===== src/rtl/circ_pkg.sv =====
package circ_pkg;
  typedef enum logic [1:0] {
    ST_IDLE = 2'd0,
    ST_LOAD = 2'd1,
    ST_RUN  = 2'd2,
    ST_DONE = 2'd3
  } seq_st_e;
endpackage


===== src/rtl/circ_seq.sv =====
module circ_seq
  import circ_pkg::*;
#(
  parameter int BLK_LEN    = 4,
  parameter int CORR_LEN   = 5,
  parameter int REF_PERIOD = 5,
  localparam int SPAN      = BLK_LEN + CORR_LEN - 1,
  localparam int PRIME     = (SPAN > REF_PERIOD) ? SPAN : REF_PERIOD,
  localparam int WCW       = $clog2(PRIME + 1)
) (
  input  logic           clk_i,
  input  logic           rst_ni,
  input  logic           start_i,
  output seq_st_e        st_o,
  output logic           first_o,
  output logic [WCW-1:0] wr_idx_o,
  output logic           smp_we_o,
  output logic           ref_we_o,
  output logic           run_load_o,
  output logic           row_end_o,
  output logic           advance_o
);
  localparam int IW = $clog2(CORR_LEN + 1);
  localparam int JW = $clog2(BLK_LEN + 1);

  seq_st_e        st_q;
  logic           first_q;
  logic [WCW-1:0] w_q;
  logic [IW-1:0]  i_q;
  logic [JW-1:0]  j_q;
  logic           load_last, i_last, j_last;

  assign load_last = first_q ? (w_q == WCW'(PRIME - 1)) : (w_q == WCW'(BLK_LEN - 1));
  assign i_last    = (i_q == IW'(CORR_LEN - 1));
  assign j_last    = (j_q == JW'(BLK_LEN - 1));

  always_ff @(posedge clk_i or negedge rst_ni) begin
    if (!rst_ni) begin
      st_q    <= ST_IDLE;
      first_q <= 1'b1;
      w_q     <= '0;
      i_q     <= '0;
      j_q     <= '0;
    end else begin
      unique case (st_q)
        ST_IDLE: if (start_i) begin
          st_q <= ST_LOAD;
          w_q  <= '0;
        end
        ST_LOAD: begin
          w_q <= w_q + 1'b1;
          if (load_last) begin
            st_q <= ST_RUN;
            i_q  <= '0;
            j_q  <= '0;
          end
        end
        ST_RUN: begin
          if (i_last) begin
            i_q <= '0;
            if (j_last) st_q <= ST_DONE;
            else        j_q  <= j_q + 1'b1;
          end else begin
            i_q <= i_q + 1'b1;
          end
        end
        ST_DONE: begin
          st_q    <= ST_IDLE;
          first_q <= 1'b0;
        end
        default: st_q <= ST_IDLE;
      endcase
    end
  end

  assign st_o       = st_q;
  assign first_o    = first_q;
  assign wr_idx_o   = w_q;
  assign smp_we_o   = (st_q == ST_LOAD) &&
                      (first_q ? (w_q < WCW'(SPAN)) : (w_q < WCW'(BLK_LEN)));
  assign ref_we_o   = (st_q == ST_LOAD) && first_q && (w_q < WCW'(REF_PERIOD));
  assign run_load_o = (st_q == ST_LOAD) && load_last;
  assign row_end_o  = (st_q == ST_RUN) && i_last;
  assign advance_o  = (st_q == ST_DONE);
endmodule


===== src/rtl/circ_ptr.sv =====
module circ_ptr #(
  parameter int BLK_LEN    = 4,
  parameter int BUF_LEN    = 8,
  parameter int REF_PERIOD = 5,
  parameter int REF_DEPTH  = 8,
  localparam int SW        = $clog2(BUF_LEN),
  localparam int RW        = $clog2(REF_DEPTH)
) (
  input  logic          clk_i,
  input  logic          rst_ni,
  input  logic          run_load_i,
  input  logic          step_i,
  input  logic          row_end_i,
  input  logic          advance_i,
  output logic [SW-1:0] ptr_o,
  output logic [SW-1:0] s_acc_o,
  output logic [RW-1:0] r_acc_o
);
  localparam int RSTEP = BLK_LEN % REF_PERIOD;

  logic [SW-1:0] ptr_q, s_row_q, s_acc_q;
  logic [RW-1:0] rptr_q, r_row_q, r_acc_q;
  logic [RW-1:0] r_row_inc, r_acc_inc, rptr_adv;

  // reference wrap: free-running when period fills the table, compare otherwise
  if (REF_PERIOD == (1 << RW)) begin : g_ref_pow2
    assign r_row_inc = r_row_q + 1'b1;
    assign r_acc_inc = r_acc_q + 1'b1;
    assign rptr_adv  = rptr_q + RW'(RSTEP);
  end else begin : g_ref_mod
    logic [RW:0] adv_sum;
    assign r_row_inc = (r_row_q == RW'(REF_PERIOD - 1)) ? '0 : r_row_q + 1'b1;
    assign r_acc_inc = (r_acc_q == RW'(REF_PERIOD - 1)) ? '0 : r_acc_q + 1'b1;
    assign adv_sum   = {1'b0, rptr_q} + (RW + 1)'(RSTEP);
    assign rptr_adv  = (adv_sum >= (RW + 1)'(REF_PERIOD)) ?
                       RW'(adv_sum - (RW + 1)'(REF_PERIOD)) : adv_sum[RW-1:0];
  end

  always_ff @(posedge clk_i or negedge rst_ni) begin
    if (!rst_ni) begin
      ptr_q   <= '0;
      s_row_q <= '0;
      s_acc_q <= '0;
      rptr_q  <= '0;
      r_row_q <= '0;
      r_acc_q <= '0;
    end else begin
      if (run_load_i) begin
        s_row_q <= ptr_q;
        s_acc_q <= ptr_q;
        r_row_q <= rptr_q;
        r_acc_q <= rptr_q;
      end else if (step_i) begin
        if (row_end_i) begin
          s_row_q <= s_row_q + 1'b1;
          s_acc_q <= s_row_q + 1'b1;
          r_row_q <= r_row_inc;
          r_acc_q <= r_row_inc;
        end else begin
          s_acc_q <= s_acc_q + 1'b1;
          r_acc_q <= r_acc_inc;
        end
      end
      if (advance_i) begin
        ptr_q  <= ptr_q + SW'(BLK_LEN % BUF_LEN);
        rptr_q <= rptr_adv;
      end
    end
  end

  assign ptr_o   = ptr_q;
  assign s_acc_o = s_acc_q;
  assign r_acc_o = r_acc_q;
endmodule


===== src/rtl/circ_addr_gen.sv =====
module circ_addr_gen
  import circ_pkg::*;
#(
  parameter int BLK_LEN    = 4,
  parameter int CORR_LEN   = 5,
  parameter int BUF_LEN    = 8,
  parameter int REF_PERIOD = 5,
  parameter int REF_DEPTH  = 8,
  localparam int SW        = $clog2(BUF_LEN),
  localparam int RW        = $clog2(REF_DEPTH)
) (
  input  logic          clk_i,
  input  logic          rst_ni,
  input  logic          blk_start_i,
  output logic          smp_we_o,
  output logic [SW-1:0] smp_waddr_o,
  output logic          ref_we_o,
  output logic [RW-1:0] ref_waddr_o,
  output logic          pair_vld_o,
  output logic [SW-1:0] smp_raddr_o,
  output logic [RW-1:0] ref_raddr_o,
  output logic          blk_done_o
);
  localparam int SPAN  = BLK_LEN + CORR_LEN - 1;
  localparam int PRIME = (SPAN > REF_PERIOD) ? SPAN : REF_PERIOD;
  localparam int WCW   = $clog2(PRIME + 1);

  seq_st_e        st;
  logic           first, run_load, row_end, advance;
  logic [WCW-1:0] wr_idx;
  logic [SW-1:0]  ptr;

  circ_seq #(
    .BLK_LEN   (BLK_LEN),
    .CORR_LEN  (CORR_LEN),
    .REF_PERIOD(REF_PERIOD)
  ) u_seq (
    .clk_i     (clk_i),
    .rst_ni    (rst_ni),
    .start_i   (blk_start_i),
    .st_o      (st),
    .first_o   (first),
    .wr_idx_o  (wr_idx),
    .smp_we_o  (smp_we_o),
    .ref_we_o  (ref_we_o),
    .run_load_o(run_load),
    .row_end_o (row_end),
    .advance_o (advance)
  );

  circ_ptr #(
    .BLK_LEN   (BLK_LEN),
    .BUF_LEN   (BUF_LEN),
    .REF_PERIOD(REF_PERIOD),
    .REF_DEPTH (REF_DEPTH)
  ) u_ptr (
    .clk_i     (clk_i),
    .rst_ni    (rst_ni),
    .run_load_i(run_load),
    .step_i    (pair_vld_o),
    .row_end_i (row_end),
    .advance_i (advance),
    .ptr_o     (ptr),
    .s_acc_o   (smp_raddr_o),
    .r_acc_o   (ref_raddr_o)
  );

  // new samples land just past the previous window, i.e. on the oldest slots
  assign smp_waddr_o = first ? SW'(wr_idx)
                             : SW'(int'(ptr) + CORR_LEN - 1 + int'(wr_idx));
  assign ref_waddr_o = RW'(wr_idx);
  assign pair_vld_o  = (st == ST_RUN);
  assign blk_done_o  = advance;
endmodule


===== config.mk =====
export PLATFORM = sky130hd
export DESIGN_NAME = circ_addr_gen
export DESIGN_NICKNAME = d
export VERILOG_FILES = /design/src/rtl/circ_pkg.sv /design/src/rtl/circ_seq.sv /design/src/rtl/circ_ptr.sv /design/src/rtl/circ_addr_gen.sv
export SDC_FILE = /design/constraint.sdc
export NUM_CORES = 1
export LEC_CHECK = 0
export BUFFER_PORTS_ARGS = -buffer_cell sky130_fd_sc_hd__buf_2
export CORE_ASPECT_RATIO = 0.9
export CORE_MARGIN = 3
export CORE_UTILIZATION = 35
export CTS_CLUSTER_DIAMETER = 80
export DETAILED_ROUTE_END_ITERATION = 12
export GPL_TIMING_DRIVEN = 0
export SYNTH_ARGS = -nofsm -noshare
export SYNTH_HDL_FRONTEND = slang
export SYNTH_SLANG_ARGS = --single-unit

===== constraint.sdc =====
create_clock -name clk_i -period 2.8 [get_ports clk_i]
set_input_delay 0.28 -clock clk_i [delete_from_list [all_inputs] [get_ports clk_i]]
set_output_delay 0.28 -clock clk_i [all_outputs]
set_load 0.05 [all_outputs]

---- After elaboration in Yosys (flattened, before gate mapping) ----
Cells that the tools add are included.
storage, ports and cells
  register bits ........................... 31
  input port bits ......................... 3
  output and inout port bits .............. 16
operators by class
  add/subtract/negate cells ............... 13
  magnitude comparators ................... 4
  equal/unequal tests ..................... 14
  mux-type cells .......................... 31
  reduce and logical (&&, ||, !) cells .... 15
operators with widths
  cell                                                                                  number
  3-bit two-way mux                                                                     20
  3-bit by 1-bit adder with 3-bit output (second input constant)                        6
  3-bit case mux with 2 select lines                                                    2
  3-bit == test (second input constant)                                                 3
  4-bit by 3-bit < comparator with 1-bit output (second input constant)                 2
  2-bit two-way mux                                                                     4
  2-bit case mux with 4 select lines                                                    1
  4-bit case mux with 2 select lines                                                    1
  4-bit AND reduction                                                                   2
  2-bit nonzero test                                                                    4
  3-bit adder (second input constant)                                                   2
  2-bit by 1-bit inequality test with 1-bit output (second input constant)              3
  2-bit AND reduction                                                                   3
  1-bit logical AND                                                                     5
  3-bit by 3-bit adder with 4-bit output (second input constant)                        1
  4-bit by 1-bit adder with 4-bit output (second input constant)                        1
  2-bit == test (second input constant)                                                 2
  4-bit by 2-bit == test with 1-bit output (second input constant)                      1
  4-bit by 3-bit == test with 1-bit output (second input constant)                      1
  4-bit by 3-bit greater-or-equal comparator with 1-bit output (second input constant)  1
  4-bit < comparator (second input constant)                                            1
  4-bit two-way mux                                                                     1
  2-bit inequality test (second input constant)                                         2
  3-bit adder                                                                           1
  6 further kinds                                                                       7

---- Longest topological paths before layout ----
Gate-level depths: netlist (run 1).
  depth after elaboration ................. 5
  mapped depth ............................ 8
  mapped depth without buffers ............ 7

---- Modules after synthesis ----
From an unflattened synthesis (run 1), not the netlist that was laid out.
unflattened totals
  cell total of the unflattened synthesis .. 212
  area total of the unflattened synthesis .. 2,014.4 um^2
by module, submodules not included
  module         instances  cells each  area each (um^2)  sequential area each (um^2)
  circ_ptr       1          106         1,001.0           400.4
  circ_seq       1          97          910.9             326.6
  circ_addr_gen  1          9           102.6             0.0

---- Worst setup path before layout (run 1) ----
Ideal clock, no wire load.
  path kind ............................... register -> output
  start point ............................. register u_seq.st_q[1] (netlist: u_seq.st_o[1])
  end point ............................... output port smp_we_o
  data arrival time ....................... 2.108 ns
  slack ................................... 0.412 ns
  cell stages (with the launch flop) ...... 6
  cells stage by stage .................... dfrtp_1 -> inv_1 -> ha_1 -> buf_2 -> and2b_1 -> a21boi_0
on the way
  cells in the longest elaborated chain, start to end .. 2
ends and longest elaborated chain
  element                                   RTL line             RTL
  start, declared                           circ_seq.sv:26       seq_st_e st_q;
  start signal, assigned                    circ_seq.sv:39       st_q <= ST_IDLE;
  start signal, assigned                    circ_seq.sv:47       st_q <= ST_LOAD;
  start signal, assigned                    circ_seq.sv:53       st_q <= ST_RUN;
  2-bit by 1-bit == test with 1-bit output  circ_seq.sv:79       assign smp_we_o = (st_q == ST_LOAD) &&
  1-bit logical AND                         circ_seq.sv:79
  end, declared                             circ_addr_gen.sv:15  output logic smp_we_o,
Every way passes these cells.

---- Final worst setup path (run 1) ----
  start point ............................. register u_seq.st_q[1] (netlist: u_seq.st_o[1])
  end point ............................... output port ref_we_o
on the way
  cells in the longest elaborated chain, start to end .. 3
ends and longest elaborated chain
  element                                   RTL line             RTL
  2-bit by 1-bit == test with 1-bit output  circ_seq.sv:81       assign ref_we_o = (st_q == ST_LOAD) && first_q && (w_q < WCW'(REF_PERIOD));
  1-bit logical AND (2 in a row)            circ_seq.sv:81
  end, declared                             circ_addr_gen.sv:17  output logic ref_we_o,
Every way passes these cells.

==> run metrics, run 1 <==
mean routed wirelength per cell=12.75 um; clk sink count=29; area used by multi-input combinational logic=967.2 um^2; die width=around 83 um; via count=1459; Worst Path Arrival=1.84 ns; EDFF count, synth=0; Avg Inst Size Synth=~9 um^2; row cnt=24; Int Power=1361 uW; Final Skew=0.005707 ns; CTS buffer count=5; synth top area cells=dfrtp_1, ha_1, inv_1, nand2_1, a21oi_1; count of final setup violators=0; Pre-antenna DRT Iters=4; post-synth top area share=37.79%; Post-Syn Instances=203; gpl congestion=just under 0.8; IO Pins=19; Power Density=1267 nW/um^2; slew margin rel.=between 50% and 60%; Worst R2R Start=u_seq.st_o[1]; Hold Buf Count CTS=0; core area=4985 um^2; share of cells above drive strength 1=approximately 18%; DR iter-0 viols=62; Antenna diodes=0; CP Launch Type=flop; largest family of logic cells by synthesized area=compound AO/OA/AOI/OAI gates; FMAX=472.6 MHz; Layout fillers=around 530; Synth Area in XOR/XNOR=under 10%; Buffers on Ports=18; max_cap viols=0; period utilisation layout=75.58%; grt ovf=0; Compound-Gate Fraction of Synth Area=16.46%; synth unique cells=44; worst slew pin tran=between 0.6 and 0.7 ns; CTS tree=yes; leakage=roughly 0.0010 uW; commonest non-fill, non-tap cell in the layout=dfrtp_1; Adder-Cell Fraction of Synth Area=12.82%; #FFs+latches synth=29; Post-DP HPWL=2661 um; r2r setup slk=0.91 ns; max-slew violations=0; Top Layer Used=met4; first-pass GRT wire length=6651 um; unrepaired setup endpoints after global routing=no; crit path time final=2.116 ns; critical path capture point type=output port; DR DRC count=0; die area=6209 um^2; GRT Overall Usage=13.95%; CTS root buffer=clkbuf_8; Flop pwr share=~28%; Nets=250; WP data required=2.52 ns; setup TNS=0 ns; post-CTS resize count=0; reg-to-reg endpoint=u_seq.j_q[1]; ys flop type=dfrtp_1; post-DR vias/cell=4.963; Non-Filler Cell Area, Final=2127 um^2; Die Y=75.05 um; clk_lat worst skew=about 0.27 ns; number of H-tree levels=2; commonest cells after routing, fill and taps aside=dfrtp_1, buf_2, inv_1; Net Sw Power=around 1300 uW; post-synthesis sequential area ratio=39.20%; DR WL met3=150 um; Antenna Nets Post-Route=0; Routed met2 length=1625 um; status=finished clean; Post-Synth Simple-Gate Area=between 10% and 20%; final WL=3748 um; Crit Path Class=flop to output port; async set-reset flop share out of synthesis=100.0%; clock buffer depth=2; wire length on met1=1941 um; setup bufs post-CTS=0; post-synthesis mux area share=2.834%; FF-to-FF path depth=6; Mapped Nets=225; antenna violations before repair=0; Synth Warn #=0; placed inst area=2026 um^2; Clock Power Share=roughly 14%; cell accounting for the most synthesized area=dfrtp_1; Worst IR Drop VDD=1.019 mV; Hold Path Class=input pin to asynchronous set/reset pin; Fin. Hold Viols=0; vias in the first global route=approximately 1400; clock slew at reported path FFs=0.07 ns; sequential cell area=726.9 um^2; Switching Fraction=about half; Cell Area, Synth=between 1500 and 2000 um^2; Area growth syn-to-layout=14.71%; Initial Util=between 30% and 40%; pin count of the biggest net entering global routing=30; worst-path fanout max=10; combinational share of power=a little under three fifths; fin util=42.67%
==> state kept, by name, summed over array words and instances (netlist names) <==
| name | flops |
|---|---|
| u_seq.wr_idx_o | 4 |
| u_seq.i_q | 3 |
| u_ptr.r_acc_o | 3 |
| u_seq.st_o | 2 |
| u_seq.first_o | 1 |
| u_ptr.rptr_q | 3 |
| u_seq.j_q | 3 |
| u_ptr.s_row_q | 3 |
| u_ptr.ptr_o | 1 |
| u_ptr.s_acc_o | 3 |
| u_ptr.r_row_q | 3 |
==> synth_stat cells, drive strengths merged (2+ instances only) <==
library cell  number
nand2             19
o21ai             18
ha                19
mux2i              3
xnor2              4
o211ai             2
and3               5
a221o              2
a31oi              4
a22o               2
nor2              13
buf               11
xor2               4
a32o               2
a21oi             12
mux2               2
dfrtp             28
a211oi             2
nand2b             2
clkbuf             2
inv               21
nand3             10
==> metrics by stage <==
stage | hold slack [ns] | instances | setup slack (ns) | power (uW)
floorplan | -0.01559 | 203 | 0.4118 | 1992
global placement | 0.3688 | 286 | 0.9264 | 2301
detailed placement | 0.3751 | 286 | 0.9437 | 2326
CTS | 0.06980 | 294 | 0.6669 | 2721
global route | 0.1016 | 294 | 0.4613 | 2959
finish | 0.04262 | 294 | 0.6839 | 2695
==> cell type report <==
cell class	count	area share [%]
buffer	13	3.824
clock inverter	1	0.2353
multi-input combinational	140	45.47
timing repair buffer	18	4.235
inverter	21	3.706
clock buffer	7	4.529
sequential	29	34.18
tap	65	3.824
==> worst max-delay path: stages (launching register included) <==
cell and delay, ns:
dfrtp_1 0.41, inv_1 0.09, ha_1 0.13, buf_2 0.22, and2b_1 0.25, o21ai_0 0.11
nor2_1 0.10, buf_2 0.27
==> layer usage <==
metal  global-route usage (%)  up-vias
met5                        0        -
met4                    4.356        0
met3                    3.230        2
met2                    21.09       27
met1                    19.85      687
li1                         -      743
==> power groups by stage <==
| stage | Clock (uW) | Combinational, uW | Sequential, uW |
|---|---|---|---|
| finish | 384 | 1550 | 764 |
| floorplan | 0 | 1110 | 886 |
| CTS | 394 | 1560 | 765 |
| global placement | 0 | 1530 | 767 |
| global route | 418 | 1740 | 797 |
| detailed placement | 0 | 1560 | 768 |
==> cell families after synthesis <==
| kind of cell | after synthesis |
|---|---|
| XOR/XNOR | 8 |
| buffers and inverters | 34 |
| adder cells (fa/ha/maj) | 19 |
| AND/OR/NAND/NOR | 60 |
| multiplexers | 5 |
| AO/OA/AOI/OAI | 48 |
| flip-flops | 29 |
==> worst max path at each step <==
stage                  startpoint           end  slack, ns  cells after the start
floorplan           u_seq.st_o[1]      smp_we_o       0.41                      5
global placement    u_seq.st_o[1]  u_seq.j_q[1]       0.93                      6
detailed placement  u_seq.st_o[1]  u_seq.j_q[1]       0.94                      6
CTS                 u_seq.st_o[1]      ref_we_o       0.67                      7
global route        u_seq.st_o[1]      smp_we_o       0.46                      6
finish              u_seq.st_o[1]      ref_we_o       0.68                      7
(Power assumes the default switching activity.)
==> run 2, diff against run 1 <==
==> constraint.sdc (replaced) <==
create_clock -name clk_i -period 1.75 [get_ports clk_i]
set_input_delay 0.175 -clock clk_i [delete_from_list [all_inputs] [get_ports clk_i]]
set_output_delay 0.175 -clock clk_i [all_outputs]
set_load 0.05 [all_outputs]
==> run metrics, run 2 (same netlist as run 1, synthesis figures left out) <==
status=finished clean; Die Y=75.05 um; r2r setup slk=approximately 0.0024 ns; commonest non-fill, non-tap cell in the layout=dfrtp_1; vias in the first global route=1487; Final Skew=0.006307 ns; slew margin rel.=53.80%; Levels on crit path=6; crit path cell chain=ha_2 -> ha_4 -> nand3b_1 -> or3b_1 -> a21oi_1 -> a221o_1; hold-critical path depth=4; FMAX=572.2 MHz; Power Density=~2000 nW/um^2; mean routed wirelength per cell=13.40 um; antenna violations before repair=0; core area=between 4000 and 5000 um^2; Crit Path Class=flop to flop; commonest cells after routing, fill and taps aside=dfrtp_1, buf_4, inv_1; wire length on met1=2020 um; worst-path fanout max=7; WP data required=between 1.5 and 2 ns; Slowest cell on crit path=or3b_1; Layout fillers=516; period utilisation layout=99.86%; count of final setup violators=0; clock buffer depth=2; worst slew pin tran=roughly 0.7 ns; max FFs per register=4; Nets=265; FF-to-FF path depth=6; CTS tree=yes; share of cells above drive strength 1=between 30% and 40%; IO Pins=19; row cnt=24; clk sink count=29; DR DRC count=0; CP Launch Type=flop; Routed met2 length=around 1900 um; DR WL met3=137 um; CTS buffer count=5; leakage=between 0.001 and 0.0015 uW; DR iter-0 viols=73; Antenna Nets Post-Route=0; critical path capture point type=flop; Pre-antenna DRT Iters=4; unrepaired setup endpoints after global routing=yes; clk_lat worst skew=about 0.28 ns; max-slew violations=0; gpl congestion=a little under 0.8; max_cap viols=0; clock slew at reported path FFs=0.06 ns; Non-Filler Cell Area, Final=2370 um^2; GRT Overall Usage=14.88%; Area growth syn-to-layout=27.80%; Final Power=4736 uW; CP top delay family=simple AND/OR/NAND/NOR gates; number of H-tree levels=2; die area=6209 um^2; Worst IR Drop VDD=1.021 mV; Top Layer Used=met4; crit path time final=1.748 ns; Hold Path Class=input pin to flop; pin count of the biggest net entering global routing=30; die width=82.73 um; Fin. Hold Viols=0; Buffers on Ports=18; Post-DP HPWL=between 2000 and 3000 um; placed inst area=2034 um^2; final WL=a little over 4000 um; first-pass GRT wire length=slightly above 7000 um; Initial Util=37.20%; via count=1547; grt ovf=0; crit-path max cell delay=a little over 0.4 ns; Worst Path Arrival=between 1.5 and 2 ns; Bufs and invs on worst path=0; CTS root buffer=clkbuf_8; post-DR vias/cell=around 5.0; Antenna diodes=0
==> run 2: worst paths after layout <==
kind | endpoint | start
min in group asynchronous | u_ptr.r_acc_o[2] | rst_ni
max in group asynchronous | u_seq.wr_idx_o[2] | rst_ni
min | u_seq.wr_idx_o[0] | blk_start_i
max | u_seq.j_q[1] | u_seq.j_q[0]
min reg2reg | u_ptr.ptr_o[2] | u_ptr.ptr_o[2]
max reg2reg | u_seq.j_q[1] | u_seq.j_q[0]
==> run 2: timing repair <==
action | in CTS | in global routing
endpoints found under the setup margin | 14 | 17
gates cloned | 0 | 0
gates resized for setup | 14 | 20
hold buffers | 1 | 0
setup buffers | 9 | 7
endpoints found under the hold margin | 28 | 0
pin swaps | 5 | 6
==> run 2: where the power goes <==
group | switching [uW] | internal, uW
combinational | 1810 | 1170
sequential | 261 | 961
clock | 261 | 275
==> run 2: final cells by class <==
class,instances,area (um^2),area share [%]
buffer,11,82.58,3.485
inverter,21,82.58,3.485
tap,65,81.33,3.432
clock buffer,6,72.57,3.062
sequential,29,726.9,30.68
clock inverter,2,10.01,0.4224
timing repair buffer,35,232.7,9.820
multi-input combinational,140,1081,45.62
==> run 2: stage by stage <==
stage	setup slack, ns	util, %	std cells	hold WS [ns]	setup TNS [ns]
after detailed placement	-0.1380	40.81	286	0.2562	-0.9037
after CTS	0.003094	45.01	303	0.3691	0
final	0.002432	47.54	309	0.3661	0
after floorplan	-0.1008	-	203	-0.1206	-0.2868
after global placement	-0.1265	40.81	286	0.2591	-0.7954
after global routing	-0.1252	47.54	309	0.4193	-0.3825
==> run 2: layer usage <==
layer / GRT usage [%] / vias up
met5: 0 / -
met4: 5.626 / 0
met3: 3.469 / 5
met2: 21.98 / 23
met1: 21.14 / 740
li1: - / 779
==> run 2: tightest hold or removal path: cells and delay by family <==
kind / cells / cell delay, ns
AND/OR/NAND/NOR: 3 / 0.36
buffers and inverters: 1 / 0.08
==> run 3, diff against run 2 <==
--- a/config.mk
+++ b/config.mk
@@ -8,10 +8,11 @@
 export BUFFER_PORTS_ARGS = -buffer_cell sky130_fd_sc_hd__buf_2
 export CORE_ASPECT_RATIO = 0.9
 export CORE_MARGIN = 3
-export CORE_UTILIZATION = 35
+export CORE_UTILIZATION = 53
 export CTS_CLUSTER_DIAMETER = 80
 export DETAILED_ROUTE_END_ITERATION = 12
 export GPL_TIMING_DRIVEN = 0
+export PLACE_DENSITY = 0.73
 export SYNTH_ARGS = -nofsm -noshare
 export SYNTH_HDL_FRONTEND = slang
 export SYNTH_SLANG_ARGS = --single-unit
==> constraint.sdc (replaced) <==
create_clock -name clk_i -period 2.04 [get_ports clk_i]
set_input_delay 0.204 -clock clk_i [delete_from_list [all_inputs] [get_ports clk_i]]
set_output_delay 0.204 -clock clk_i [all_outputs]
set_load 0.05 [all_outputs]
==> run metrics, run 3 (same netlist as run 1, synthesis figures left out) <==
CTS root buffer=clkbuf_8; CP Launch Type=flop; crit-path max cell delay=0.41 ns; FF-to-FF path depth=6; crit path cell chain=inv_1 -> ha_1 -> buf_4 -> and2b_2 -> o21ai_0 -> nor2_1 -> buf_6; FMAX=517.1 MHz; Buffers on Ports=18; vias in the first global route=between 1500 and 2000; max-slew violations=0; Layout fillers=270; leakage=0.001048 uW; via count=1521; Worst IR Drop VDD=approximately 1.1 mV; Pre-antenna DRT Iters=5; WP data required=1.84 ns; r2r setup slk=0.15 ns; DR DRC count=0; reg-to-reg endpoint=u_seq.j_q[2]; Antenna diodes=0; IO Pins=19; Worst Path Arrival=about 1.7 ns; Slowest cell on crit path=dfrtp_1; GR Util met1=about a quarter; post-DR vias/cell=between 5 and 6; CTS tree=yes; GRT Max-Usage Layer=met2; number of H-tree levels=2; Hold EP=u_seq.wr_idx_o[0]; clk_lat worst skew=0.29 ns; row cnt=19; gpl congestion=a little under 0.8; GRT Overall Usage=20.69%; hold-critical path depth=4; antenna violations before repair=0; Hold Path Origin=blk_start_i; setup TNS=0 ns; commonest cells after routing, fill and taps aside=dfrtp_1, inv_1, buf_2; DR iter-0 viols=70; Antenna Nets Post-Route=0; first-pass GRT wire length=6782 um; GR met2 Demand/Resource=34.18%; Area growth syn-to-layout=14.37%; die area=4246 um^2; commonest non-fill, non-tap cell in the layout=dfrtp_1; pin count of the biggest net entering global routing=30; Die Y=just over 60 um; GRT met3 Usage=5.946%; max_cap viols=0; critical path capture point type=output port; die width=about 70 um; crit path time final=just under 2 ns; final WL=3955 um; Hold Path Class=input pin to flop; Initial Util=57.78%; worst-path fanout max=10; worst slew pin tran=about 0.64 ns; core area=between 3000 and 4000 um^2; clock slew at reported path FFs=0.06 ns; status=finished clean; Fin. Hold Viols=0; Power Density=1780 nW/um^2; mean routed wirelength per cell=14.54 um; Post-DP HPWL=between 2000 and 3000 um; Nets=251; Worst R2R Start=u_seq.st_o[1]; fin util=66.08%; grt ovf=0; Crit Path Class=flop to output port; period utilisation layout=94.79%; clock buffer depth=2; max FFs per register=4; clk sink count=29; CTS buffer count=5; share of cells above drive strength 1=a little under a fifth; Final Skew=0.009454 ns; count of final setup violators=0; unrepaired setup endpoints after global routing=no; slew margin rel.=57.01%
## run 3: metrics by stage
| step | setup slack (ns) | cells | hold WS (ns) | instance area (um^2) | power [uW] |
|---|---|---|---|---|---|
| detailed placement | 0.1466 | 263 | 0.2749 | 1997 | 3229 |
| global route | 0.005778 | 272 | 0.4550 | 2121 | 4087 |
| global placement | 0.2528 | 263 | 0.2601 | 1997 | 3104 |
| finish | 0.1062 | 272 | 0.4228 | 2121 | 3776 |
| floorplan | 0.03228 | 203 | -0.09159 | 1854 | 2737 |
| CTS | 0.02279 | 272 | 0.3960 | 2111 | 3770 |
## run 3: per-layer routing
metal	routed length (um)	share of wire (%)
met3	145	3.7
met2	1900	48
met1	1854	47
met5	0	0
met4	54	1.4
## run 3: layout make-up
cell class	count	area, um^2	area share [%]
buffer	13	83.83	3.953
clock buffer	7	96.34	4.543
clock inverter	1	5.005	0.2360
inverter	21	78.83	3.717
multi-input combinational	140	968.4	45.66
sequential	29	726.9	34.28
tap	42	52.55	2.478
timing repair buffer	19	108.9	5.133
## run 3: critical path: cells and delay by family, from the launching register on
kind | cells | cell delay, ns
compound gates | 1 | 0.09
flops | 1 | 0.41
buf+inv | 3 | 0.44
fa+ha+maj | 1 | 0.14
simple gates | 2 | 0.35
## run 3: worst max path at each step
stage / from / end / slack [ns]
2_1_floorplan: u_seq.st_o[0] / u_ptr.r_row_q[2] / 0.03
3_5_place_dp: u_seq.st_o[1] / u_seq.j_q[2] / 0.15
3_3_place_gp: u_seq.st_o[1] / u_seq.j_q[2] / 0.25
4_1_cts: u_seq.st_o[1] / smp_we_o / 0.02
6_report: u_seq.st_o[1] / ref_we_o / 0.11
5_1_grt: u_seq.st_o[0] / u_ptr.s_row_q[2] / 0.006
## run 3: what timing repair did
item | in CTS | in global routing
resized for setup | 1 | 5
setup buffers | 0 | 0
hold buffers | 1 | 0
gates cloned | 0 | 0
pin swaps | 0 | 0
hold endpoints to repair | 28 | 0
setup endpoints to repair | 1 | 3
## run 3: power by group
group | switching (uW) | internal, uW
clock | 231 | 305
combinational | 1420 | 761
sequential | 234 | 825
